File: src/rtl/dma_chan_pkg.sv
package dma_chan_pkg;

    typedef enum logic [1:0] {
        SRC_SOFT  = 2'd0,
        SRC_EXT   = 2'd1,
        SRC_PORT0 = 2'd2,
        SRC_PORT1 = 2'd3
    } req_src_e;

    typedef enum logic [1:0] {
        W_BYTE = 2'd0,
        W_HALF = 2'd1,
        W_WORD = 2'd2,
        W_NONE = 2'd3
    } width_e;

    typedef enum logic [2:0] {
        ST_IDLE  = 3'd0,
        ST_WAIT  = 3'd1,
        ST_READ  = 3'd2,
        ST_WRITE = 3'd3,
        ST_GAP   = 3'd4,
        ST_STOP  = 3'd5
    } dma_state_e;

    // control word, MSB first; bit 1 is a read-only status slot
    typedef struct packed {
        logic     demand;    // 14
        width_e   width;     // 13:12
        logic     cont;      // 11
        logic     block;     // 10
        logic     to_port;   // 9
        logic     irq_en;    // 8
        logic     src_hold;  // 7
        logic     dst_hold;  // 6
        logic     src_dec;   // 5
        logic     dst_dec;   // 4
        req_src_e mode;      // 3:2
        logic     status;    // 1
        logic     run;       // 0
    } dma_ctrl_t;

    localparam int unsigned CTRL_W = $bits(dma_ctrl_t);

    localparam logic [1:0] OFS_CTRL = 2'd0;
    localparam logic [1:0] OFS_SRC  = 2'd1;
    localparam logic [1:0] OFS_DST  = 2'd2;
    localparam logic [1:0] OFS_CNT  = 2'd3;

    function automatic logic [2:0] unit_bytes(input width_e w);
        case (w)
            W_BYTE:  return 3'd1;
            W_HALF:  return 3'd2;
            default: return 3'd4;
        endcase
    endfunction

endpackage

File: src/rtl/dma_req_sel.sv
module dma_req_sel
    import dma_chan_pkg::*;
(
    input  logic     clk,
    input  logic     rst_n,
    input  req_src_e src,
    input  logic     active,
    input  logic     ext_req,
    input  logic     port0_req,
    input  logic     port1_req,
    input  logic     consume,
    output logic     req_level,
    output logic     req_pend
);
    localparam int unsigned NSRC = 4;

    typedef struct packed {
        logic prev;
        logic pend;
    } sel_t;

    sel_t q, d;
    logic [NSRC-1:0] lines;
    logic sel, rise;

    assign lines = {port1_req, port0_req, ext_req, 1'b1};
    assign sel   = lines[src];
    assign rise  = sel & ~q.prev;

    always_comb begin
        d      = q;
        d.prev = sel;
        // an edge seen during a unit is kept until a unit consumes it
        d.pend = active ? ((q.pend & ~consume) | rise) : 1'b0;
    end

    always_ff @(posedge clk or negedge rst_n) begin
        if (!rst_n) q <= '0;
        else        q <= d;
    end

    assign req_level = sel;
    assign req_pend  = (src == SRC_SOFT) | q.pend;
endmodule

File: src/rtl/dma_addr_step.sv
module dma_addr_step #(
    parameter int unsigned AW = 32
) (
    input  logic [AW-1:0] cur,
    input  logic [2:0]    bytes,
    input  logic          dec,
    input  logic          hold,
    output logic [AW-1:0] nxt
);
    always_comb begin
        if (hold)     nxt = cur;
        else if (dec) nxt = cur - AW'(bytes);
        else          nxt = cur + AW'(bytes);
    end
endmodule

File: src/rtl/dma_channel.sv
module dma_channel
    import dma_chan_pkg::*;
#(
    parameter int unsigned ADDR_W = 32,
    parameter int unsigned CNT_W  = 24
) (
    input  logic              clk,
    input  logic              rst_n,
    input  logic              reg_we,
    input  logic [1:0]        reg_addr,
    input  logic [31:0]       reg_wdata,
    output logic [31:0]       reg_rdata,
    input  logic              ext_req,
    input  logic              uart0_req,
    input  logic              uart1_req,
    output logic              mem_req,
    output logic              mem_we,
    output logic [1:0]        mem_size,
    output logic [ADDR_W-1:0] mem_addr,
    output logic [31:0]       mem_wdata,
    input  logic [31:0]       mem_rdata,
    output logic              irq
);
    localparam int unsigned DATA_W = 32;

    typedef struct packed {
        dma_state_e        st;
        dma_ctrl_t         ctrl;
        logic [ADDR_W-1:0] src;
        logic [ADDR_W-1:0] dst;
        logic [CNT_W-1:0]  cnt;
        logic [DATA_W-1:0] data;
        logic              irq;
    } chan_t;

    chan_t q, d;

    logic [2:0]        step;
    logic              port_mode, src_hold_eff, dst_hold_eff;
    logic              cont_eff, demand_eff, single_mode;
    logic              busy, last_unit, go, consume;
    logic              req_level, req_pend;
    logic [ADDR_W-1:0] src_next, dst_next;
    dma_ctrl_t         wr_ctrl, rd_ctrl;
    logic              unused_wbits;

    assign unused_wbits = ^reg_wdata[31:CTRL_W];

    assign step         = unit_bytes(q.ctrl.width);
    assign port_mode    = q.ctrl.mode[1];
    // the port-side address never moves
    assign src_hold_eff = q.ctrl.src_hold | (port_mode & ~q.ctrl.to_port);
    assign dst_hold_eff = q.ctrl.dst_hold | (port_mode &  q.ctrl.to_port);
    assign cont_eff     = q.ctrl.cont & q.ctrl.block & (q.ctrl.mode != SRC_SOFT);
    assign demand_eff   = q.ctrl.demand & ~q.ctrl.block & ~q.ctrl.cont;
    assign single_mode  = ~q.ctrl.block & ~demand_eff;
    assign busy         = (q.st == ST_WAIT) || (q.st == ST_READ) ||
                          (q.st == ST_WRITE) || (q.st == ST_GAP);
    assign last_unit    = (q.cnt <= CNT_W'(step));

    always_comb begin
        if (q.ctrl.mode == SRC_SOFT)           go = 1'b1;
        else if (q.ctrl.block || demand_eff)   go = req_level;
        else                                   go = req_pend;
    end

    assign consume = (q.st == ST_WAIT) && go && single_mode;

    dma_req_sel u_req (
        .clk       (clk),
        .rst_n     (rst_n),
        .src       (q.ctrl.mode),
        .active    (busy),
        .ext_req   (ext_req),
        .port0_req (uart0_req),
        .port1_req (uart1_req),
        .consume   (consume),
        .req_level (req_level),
        .req_pend  (req_pend)
    );

    dma_addr_step #(.AW(ADDR_W)) u_src_step (
        .cur   (q.src),
        .bytes (step),
        .dec   (q.ctrl.src_dec),
        .hold  (src_hold_eff),
        .nxt   (src_next)
    );

    dma_addr_step #(.AW(ADDR_W)) u_dst_step (
        .cur   (q.dst),
        .bytes (step),
        .dec   (q.ctrl.dst_dec),
        .hold  (dst_hold_eff),
        .nxt   (dst_next)
    );

    always_comb begin
        wr_ctrl        = dma_ctrl_t'(reg_wdata[CTRL_W-1:0]);
        wr_ctrl.status = 1'b0;
    end

    always_comb begin
        d = q;
        case (q.st)
            ST_IDLE: ;
            ST_WAIT: if (go) d.st = ST_READ;
            ST_READ: begin
                d.data = mem_rdata;
                d.st   = ST_WRITE;
            end
            ST_WRITE: begin
                d.src = src_next;
                d.dst = dst_next;
                if (last_unit) begin
                    d.cnt = '0;
                    d.st  = ST_STOP;
                    d.irq = q.ctrl.irq_en;
                end else begin
                    d.cnt = q.cnt - CNT_W'(step);
                    if (q.ctrl.block) d.st = cont_eff ? ST_READ : ST_GAP;
                    else              d.st = ST_WAIT;
                end
            end
            ST_GAP:  d.st = ST_READ;
            ST_STOP: ;
            default: d.st = ST_IDLE;
        endcase

        // register writes take priority over the sequencer
        if (reg_we) begin
            case (reg_addr)
                OFS_CTRL: begin
                    d.ctrl = wr_ctrl;
                    if (!wr_ctrl.run) begin
                        d.st  = ST_IDLE;
                        d.irq = 1'b0;
                    end else if (q.st == ST_IDLE) begin
                        if (wr_ctrl.width == W_NONE || q.cnt == '0) begin
                            d.st  = ST_STOP;
                            d.irq = wr_ctrl.irq_en;
                        end else begin
                            d.st  = ST_WAIT;
                        end
                    end
                end
                OFS_SRC: d.src = reg_wdata[ADDR_W-1:0];
                OFS_DST: d.dst = reg_wdata[ADDR_W-1:0];
                default: d.cnt = reg_wdata[CNT_W-1:0];
            endcase
        end
    end

    always_ff @(posedge clk or negedge rst_n) begin
        if (!rst_n) q <= '0;
        else        q <= d;
    end

    always_comb begin
        rd_ctrl        = q.ctrl;
        rd_ctrl.status = busy;
        case (reg_addr)
            OFS_CTRL: reg_rdata = 32'(rd_ctrl);
            OFS_SRC:  reg_rdata = 32'(q.src);
            OFS_DST:  reg_rdata = 32'(q.dst);
            default:  reg_rdata = 32'(q.cnt);
        endcase
    end

    assign mem_req   = (q.st == ST_READ) || (q.st == ST_WRITE);
    assign mem_we    = (q.st == ST_WRITE);
    assign mem_addr  = (q.st == ST_WRITE) ? q.dst : q.src;
    assign mem_wdata = q.data;
    assign mem_size  = q.ctrl.width;
    assign irq       = q.irq;
endmodule

File: config.mk
export PLATFORM = sky130hd
export DESIGN_NAME = dma_channel
export DESIGN_NICKNAME = d
export VERILOG_FILES = /design/src/rtl/dma_chan_pkg.sv /design/src/rtl/dma_req_sel.sv /design/src/rtl/dma_addr_step.sv /design/src/rtl/dma_channel.sv
export SDC_FILE = /design/constraint.sdc
export NUM_CORES = 1
export LEC_CHECK = 0
export ABC_CLOCK_PERIOD_IN_PS = 4900
export BUFFER_PORTS_ARGS = -buffer_cell sky130_fd_sc_hd__buf_4
export CAP_MARGIN = 20
export CORE_ASPECT_RATIO = 0.5
export CORE_MARGIN = 1
export CORE_UTILIZATION = 55
export CTS_CLUSTER_SIZE = 10
export DETAILED_ROUTE_END_ITERATION = 6
export GPL_ROUTABILITY_DRIVEN = 0
export PLACE_DENSITY_LB_ADDON = 0.1
export SLEW_MARGIN = 0
export SYNTH_ARGS = -nofsm -noshare
export SYNTH_HDL_FRONTEND = slang
export SYNTH_SLANG_ARGS = --single-unit
export TNS_END_PERCENT = 20
File: constraint.sdc
create_clock -name clk -period 4.9 [get_ports clk]
set_input_delay 0.49 -clock clk [delete_from_list [all_inputs] [get_ports clk]]
set_output_delay 0.49 -clock clk [all_outputs]
set_load 0.005 [all_outputs]
==> impl_metrics.json, run 1 <==
{
  "synth.distinct_cells": 77,
  "drc": 0,
  "placed_cell_area_sq_um": 12100,
  "status": "finished, final reports clean",
  "syn-cell-area_sq_um": 10900,
  "layout.nets": 1464,
  "final.min_clock_period_ns": 4.20,
  "leakagePower_nw": 5.65,
  "ys_seq_area_frac": 0.322,
  "cts_resized": 0,
  "area_growth_pct": 17.6,
  "holdBufCountCts": 0,
  "grt_usage": 0.334,
  "reg2reg_to": "q[120]$_DFF_PN0_",
  "hpwl_microns": 24300,
  "synthArstFlopShare": 1.00,
  "clockPowerShare": 0.171,
  "crit_required_ns": 5.23,
  "nFillCells": 1539,
  "total_power_mw": 8.59,
  "initial_core_util": 0.576,
  "setup.worst_path.end": "q[120]$_DFF_PN0_",
  "cts_made_buffers": 17,
  "crit_cells": 14,
  "fp.dieW_microns": 201,
  "cts.path.max_buffers": 2,
  "h-tree-depth": 4,
  "synth.avg_cell_area_sq_um": 8.96,
  "pre_cts_ws_ns": 0.830,
  "drive_above_1_share": 0.261,
  "yosys_most_used_dff": "dfrtp_1",
  "die-area_sq_um": 20400,
  "clock_latency_ns": 0.43,
  "crit_path_cell_trace": "or2_2 -> ha_1 -> mux2i_1 -> ha_1 -> nor2b_1 -> o2111ai_1 -> a31oi_2 -> a2111oi_2 -> nor3b_2 -> a221oi_2 -> o311ai_2 -> xnor2_1 -> or3_1 -> a31oi_1",
  "critPathTopFamily": "compound AO/OA/AOI/OAI gates",
  "reg2reg_depth": 14,
  "holdWs_ns": 0.123,
  "max_slew_margin": 0.377,
  "cts_setup_buffers": 0,
  "start_kind": "register",
  "tightest_slew_ns": 0.926,
  "final-hold-violation-count": 0,
  "path_clk_slew_ns": 0.07,
  "skew_ns": 0.0104,
  "diodes": 0,
  "reg2reg_slack_ns": 0.70,
  "critical_path_class": "reg -> reg",
  "cp_max_fo": 5,
  "switchingPower_mw": 3.61,
  "p_sw_frac": 0.421,
  "worstSetupEndpointType": "register",
  "die_h_microns": 101,
  "critical_path.most_common_cell": "ha_1",
  "r2r_start": "mem_size[1]$_DFFE_PN0P_",
  "wl_per_cell_microns": 20.9,
  "cts.sinks": 140,
  "post-route-util": 0.678,
  "fin_ws_ns": 0.699,
  "core-area_sq_um": 18900,
  "drv_cap": 0,
  "path_buf_inv": 0,
  "p_comb_frac": 0.566,
  "grt_pass1_vias": 9514,
  "clock-root-buffer": "clkbuf_16",
  "drt_first_pass_iters": 5,
  "drt_iter0_markers": 791,
  "vdd_drop_max_v": 0.000317,
  "grt_max_degree": 90,
  "synth_fp_nets": 1355,
  "antenna_found_initial": 0,
  "holdCritPathClass": "in -> async",
  "fin_cells": 1594,
  "cts_tree": "built",
  "port_buffers": 172,
  "seqPwrFrac": 0.263,
  "finalSetupViolations": 0,
  "synthCells": 1214,
  "placed_cells": 1560,
  "ys.warnings.count": 0,
  "p_per_area_nw_per_um2": 671,
  "synth_edf_count": 0,
  "wl_microns": 33300,
  "row_count": 35,
  "antenna_left": 0,
  "tns_ns": 0,
  "max_stage_delay_ns": 0.55,
  "fin_crit_sh": 0.857,
  "startpoint": "mem_size[1]$_DFFE_PN0P_",
  "grt_pass1_wl_microns": 52400,
  "gr-total-overflow": 0,
  "via_count": 10032,
  "clock.fmax_mhz": 238,
  "vias_per_cell": 6.29,
  "arrival_ns": 4.53,
  "slew_violations": 0,
  "synth_seq_cells": 140,
  "finalInstanceArea_sq_um": 12800,
  "rsz0062_at_grt": "no",
  "critical-path-slowest-cell": "a2111oi_2",
  "power.internal_mw": 4.97,
  "num_io_pins": 173
}
[area by class of cell]
cell class                      instances  area [sq um]  area share
Multi-Input combinational cell        950          6780       0.530
Timing Repair Buffer                  187          1430       0.112
Tap cell                              259           324      0.0253
Sequential cell                       140          3500       0.274
Clock inverter                         14           231      0.0181
Clock buffer                           17           425      0.0333
Inverter                               27           101     0.00792
[synthesized netlist by cell type (8+ instances only)]
cell type / n / area (sq um)
nor2_1: 96 / 360
nand2b_1: 11 / 68.8
a21oi_1: 121 / 606
a22o_1: 17 / 149
dfrtp_1: 140 / 3500
a21o_1: 27 / 203
nor3_1: 18 / 90.1
o31ai_1: 22 / 165
ha_1: 66 / 826
mux4_2: 15 / 338
nor2b_1: 19 / 119
mux2_2: 83 / 935
or3_1: 8 / 50.1
inv_1: 27 / 101
xor2_1: 20 / 175
clkbuf_1: 43 / 161
and3_1: 8 / 50.1
a31oi_1: 14 / 87.6
nand3_1: 25 / 125
mux2i_1: 8 / 80.1
buf_4: 39 / 293
xnor2_1: 49 / 429
nand4_1: 10 / 62.6
nand2_1: 121 / 454
buf_1: 10 / 37.5
o21ai_0: 79 / 395
o21a_1: 9 / 67.6
[sequential cells by signal, indices dropped and copies added, names as in the netlist]
| name | cells |
|---|---|
| irq | 1 |
| mem_wdata | 32 |
| q | 102 |
| u_req.q | 2 |
| port_mode | 1 |
| mem_size | 2 |
[layer usage]
metal  vias to the layer above  track usage  routed length [microns]
li1                       4597            -                        -
met1                      4792        0.460                    14400
met2                       562        0.536                    14900
met3                        81       0.0512                     2900
met4                         0        0.133                     1040
met5                         -            0                        0
[logic make-up (layout without fill, tap and decap cells)]
kind of cell / count (synthesis) / count (layout) / share of synthesized area
multiplexers: 106 / 106 / 0.124
AO/OA/AOI/OAI: 345 / 345 / 0.199
AND/OR/NAND/NOR: 361 / 361 / 0.161
adder cells (fa/ha/maj): 69 / 69 / 0.0814
flip-flops: 140 / 140 / 0.322
buffers and inverters: 124 / 245 / 0.0568
XOR/XNOR: 69 / 69 / 0.0555
[cell usage in the layout, fill, tap and decap left out, types with 10 or more instances in the layout]
cell type and instances:
nor2_1 95, a21o_1 27, ha_1 66, dfrtp_1 140, nand2b_1 11, a22o_1 17, buf_4 184, o21ai_0 79
nor3_1 18, a21oi_1 121, o31ai_1 22, nand4_1 10, mux2_2 83, clkbuf_16 17, a31oi_1 14, inv_1 27
nand3_1 25, xor2_1 20, nand2_1 119, mux4_2 15, nor2b_1 19, xnor2_1 49
[power groups by stage]
| stage | Combinational, mW | Clock [mW] | Sequential, mW |
|---|---|---|---|
| after floorplan | 3.59 | 0 | 2.01 |
| after global placement | 4.65 | 0 | 2.23 |
| after detailed placement | 4.76 | 0 | 2.25 |
| after CTS | 4.80 | 1.48 | 2.24 |
| after global routing | 5.33 | 1.53 | 2.32 |
| final | 4.86 | 1.47 | 2.26 |
[how the worst min path moves through the flow]
stage | from | to | slack, ns
3_3_place_gp | q[121]$_DFFE_PN0P_ | q[121]$_DFFE_PN0P_ | 0.49
3_5_place_dp | mem_wdata[2]$_DFFE_PN0P_ | mem_wdata[2]$_DFFE_PN0P_ | 0.50
6_report | rst_n | q[84]$_DFF_PN0_ | 0.12
4_1_cts | rst_n | q[84]$_DFF_PN0_ | 0.20
2_1_floorplan | rst_n | irq$_DFF_PN0_ | 0.19
5_1_grt | rst_n | q[84]$_DFF_PN0_ | 0.22
Power figures use the tool's default switching activity.
==> inputs of run 2 (changes only) <==
Settings changed: CORE_UTILIZATION 55 to 40.
==> run 2 against run 1 <==
Net effect:
- clock-buffer cell count is 2 higher
- non-clock buffer count is 1 higher
- largest cell class unchanged
- power is 2.7% lower
- combinational power hardly changed
- first-iteration DRC count is 20% lower
- fmax is 0.65% higher
- register-to-register slack better by 0.03 ns
==> impl_metrics.json, run 2 (synthesis gave the netlist of run 1 again) <==
{
  "tightest_slew_ns": 1.01,
  "diodes": 0,
  "grt_usage": 0.249,
  "largest_reg_flops": 102,
  "status": "finished, final reports clean",
  "drv_cap": 0,
  "cts_tree": "built",
  "crit_path_cell_trace": "nor2b_1 -> inv_1 -> ha_1 -> mux2i_1 -> ha_1 -> nor2b_1 -> o2111ai_1 -> a31oi_2 -> a2111oi_2 -> nor3b_2 -> a221oi_2 -> o311ai_2 -> xnor2_1 -> or3_1 -> a31oi_1",
  "crit_required_ns": 5.26,
  "leakagePower_nw": 5.59,
  "row_count": 42,
  "final_common_cell": "buf_4",
  "drive_above_1_share": 0.261,
  "die_h_microns": 119,
  "drt_iter0_markers": 631,
  "via_count": 9566,
  "cts_setup_buffers": 0,
  "final.min_clock_period_ns": 4.17,
  "clock_latency_ns": 0.44,
  "p_per_area_nw_per_um2": 652,
  "slew_violations": 0,
  "cts_made_buffers": 17,
  "layout.nets": 1465,
  "initial_core_util": 0.409,
  "cts_resized": 0,
  "fin_crit_sh": 0.852,
  "reg2reg_to": "q[120]$_DFF_PN0_",
  "port_buffers": 172,
  "wl_microns": 34100,
  "clock-root-buffer": "clkbuf_16",
  "drt_first_pass_iters": 7,
  "reg2reg_slack_ns": 0.73,
  "cts.sinks": 140,
  "grt_pass1_wl_microns": 53500,
  "antenna_found_initial": 0,
  "cp_max_fo": 5,
  "worstSetupEndpointType": "register",
  "critical-path-slowest-cell": "a2111oi_2",
  "skew_ns": 0.0107,
  "grt_pass1_vias": 9208,
  "holdBufCountCts": 0,
  "final-hold-violation-count": 0,
  "critical_path_class": "reg -> reg",
  "wl_per_cell_microns": 20.2,
  "vdd_drop_max_v": 0.000309,
  "placed_cell_area_sq_um": 12200,
  "max_slew_margin": 0.328,
  "grt_max_degree": 104,
  "arrival_ns": 4.54,
  "reg2reg_depth": 15,
  "cts.path.max_buffers": 2,
  "finalSetupViolations": 0,
  "tns_ns": 0,
  "post-route-util": 0.482,
  "gr-total-overflow": 0,
  "core-area_sq_um": 26600,
  "path_clk_slew_ns": 0.07,
  "max_stage_delay_ns": 0.55,
  "die-area_sq_um": 27900,
  "num_io_pins": 173,
  "final_cell_mix": "186 x buf_4, 140 x dfrtp_1, 121 x a21oi_1, 119 x nand2_1, 95 x nor2_1",
  "vias_per_cell": 5.67,
  "area_growth_pct": 17.8,
  "drc": 0,
  "r2r_start": "mem_size[0]$_DFFE_PN0P_",
  "fp.dieW_microns": 235,
  "finalInstanceArea_sq_um": 12800,
  "rsz0062_at_grt": "no",
  "largest_register": "q",
  "clock.fmax_mhz": 240,
  "antenna_left": 0,
  "hpwl_microns": 25500,
  "holdCritPathClass": "in -> async",
  "h-tree-depth": 4,
  "start_kind": "register"
}
[run 2: area by class of cell]
cell class | instances | area (sq um)
Fill cell | 2592 | 13800
Multi-Input combinational cell | 950 | 6780
Sequential cell | 140 | 3500
Timing Repair Buffer | 188 | 1440
Clock buffer | 19 | 443
Tap cell | 352 | 440
Clock inverter | 12 | 114
Inverter | 27 | 101
[run 2: worst max-delay path, delay by kind of cell (launching register included)]
family,cells,cell delay (ns)
compound gates,6,1.76
simple gates,4,0.83
fa+ha+maj,2,0.59
flops,1,0.41
mux,1,0.24
xor+xnor,1,0.15
buf+inv,1,0.13
[run 2: through the flow]
stage / hold WS, ns / power, mW / worst slack [ns] / instances
2_1_floorplan: 0.194 / 5.59 / 1.19 / 1214
3_3_place_gp: 0.486 / 6.97 / 0.829 / 1656
4_1_cts: 0.221 / 8.36 / 0.748 / 1687
6_report: 0.178 / 8.35 / 0.726 / 1688
5_1_grt: 0.243 / 9.01 / 0.367 / 1688
3_5_place_dp: 0.497 / 7.05 / 0.768 / 1656
[run 2: worst max path at each step]
stage / start / endpoint / depth (start not counted)
floorplan: q[126]$_DFFE_PN0P_ / q[120]$_DFF_PN0_ / 12
global placement: mem_size[1]$_DFFE_PN0P_ / q[120]$_DFF_PN0_ / 14
detailed placement: mem_size[0]$_DFFE_PN0P_ / q[120]$_DFF_PN0_ / 15
CTS: mem_size[0]$_DFFE_PN0P_ / q[120]$_DFF_PN0_ / 15
global route: mem_size[0]$_DFFE_PN0P_ / q[120]$_DFF_PN0_ / 15
finish: mem_size[0]$_DFFE_PN0P_ / q[120]$_DFF_PN0_ / 15
[run 2: where the power goes]
| group | switching [mW] | total (mW) | internal [mW] |
|---|---|---|---|
| logic | 2.42 | 4.83 | 2.41 |
| registers | 0.599 | 2.25 | 1.65 |
| clock network | 0.566 | 1.28 | 0.712 |
[run 2: metal layers]
layer | global-route usage | wire length, microns | up-vias
met5 | 0 | 0 | -
met4 | 0.0711 | 688 | 0
met3 | 0.0495 | 1690 | 38
met2 | 0.395 | 15300 | 262
met1 | 0.345 | 16400 | 4667
li1 | - | - | 4599
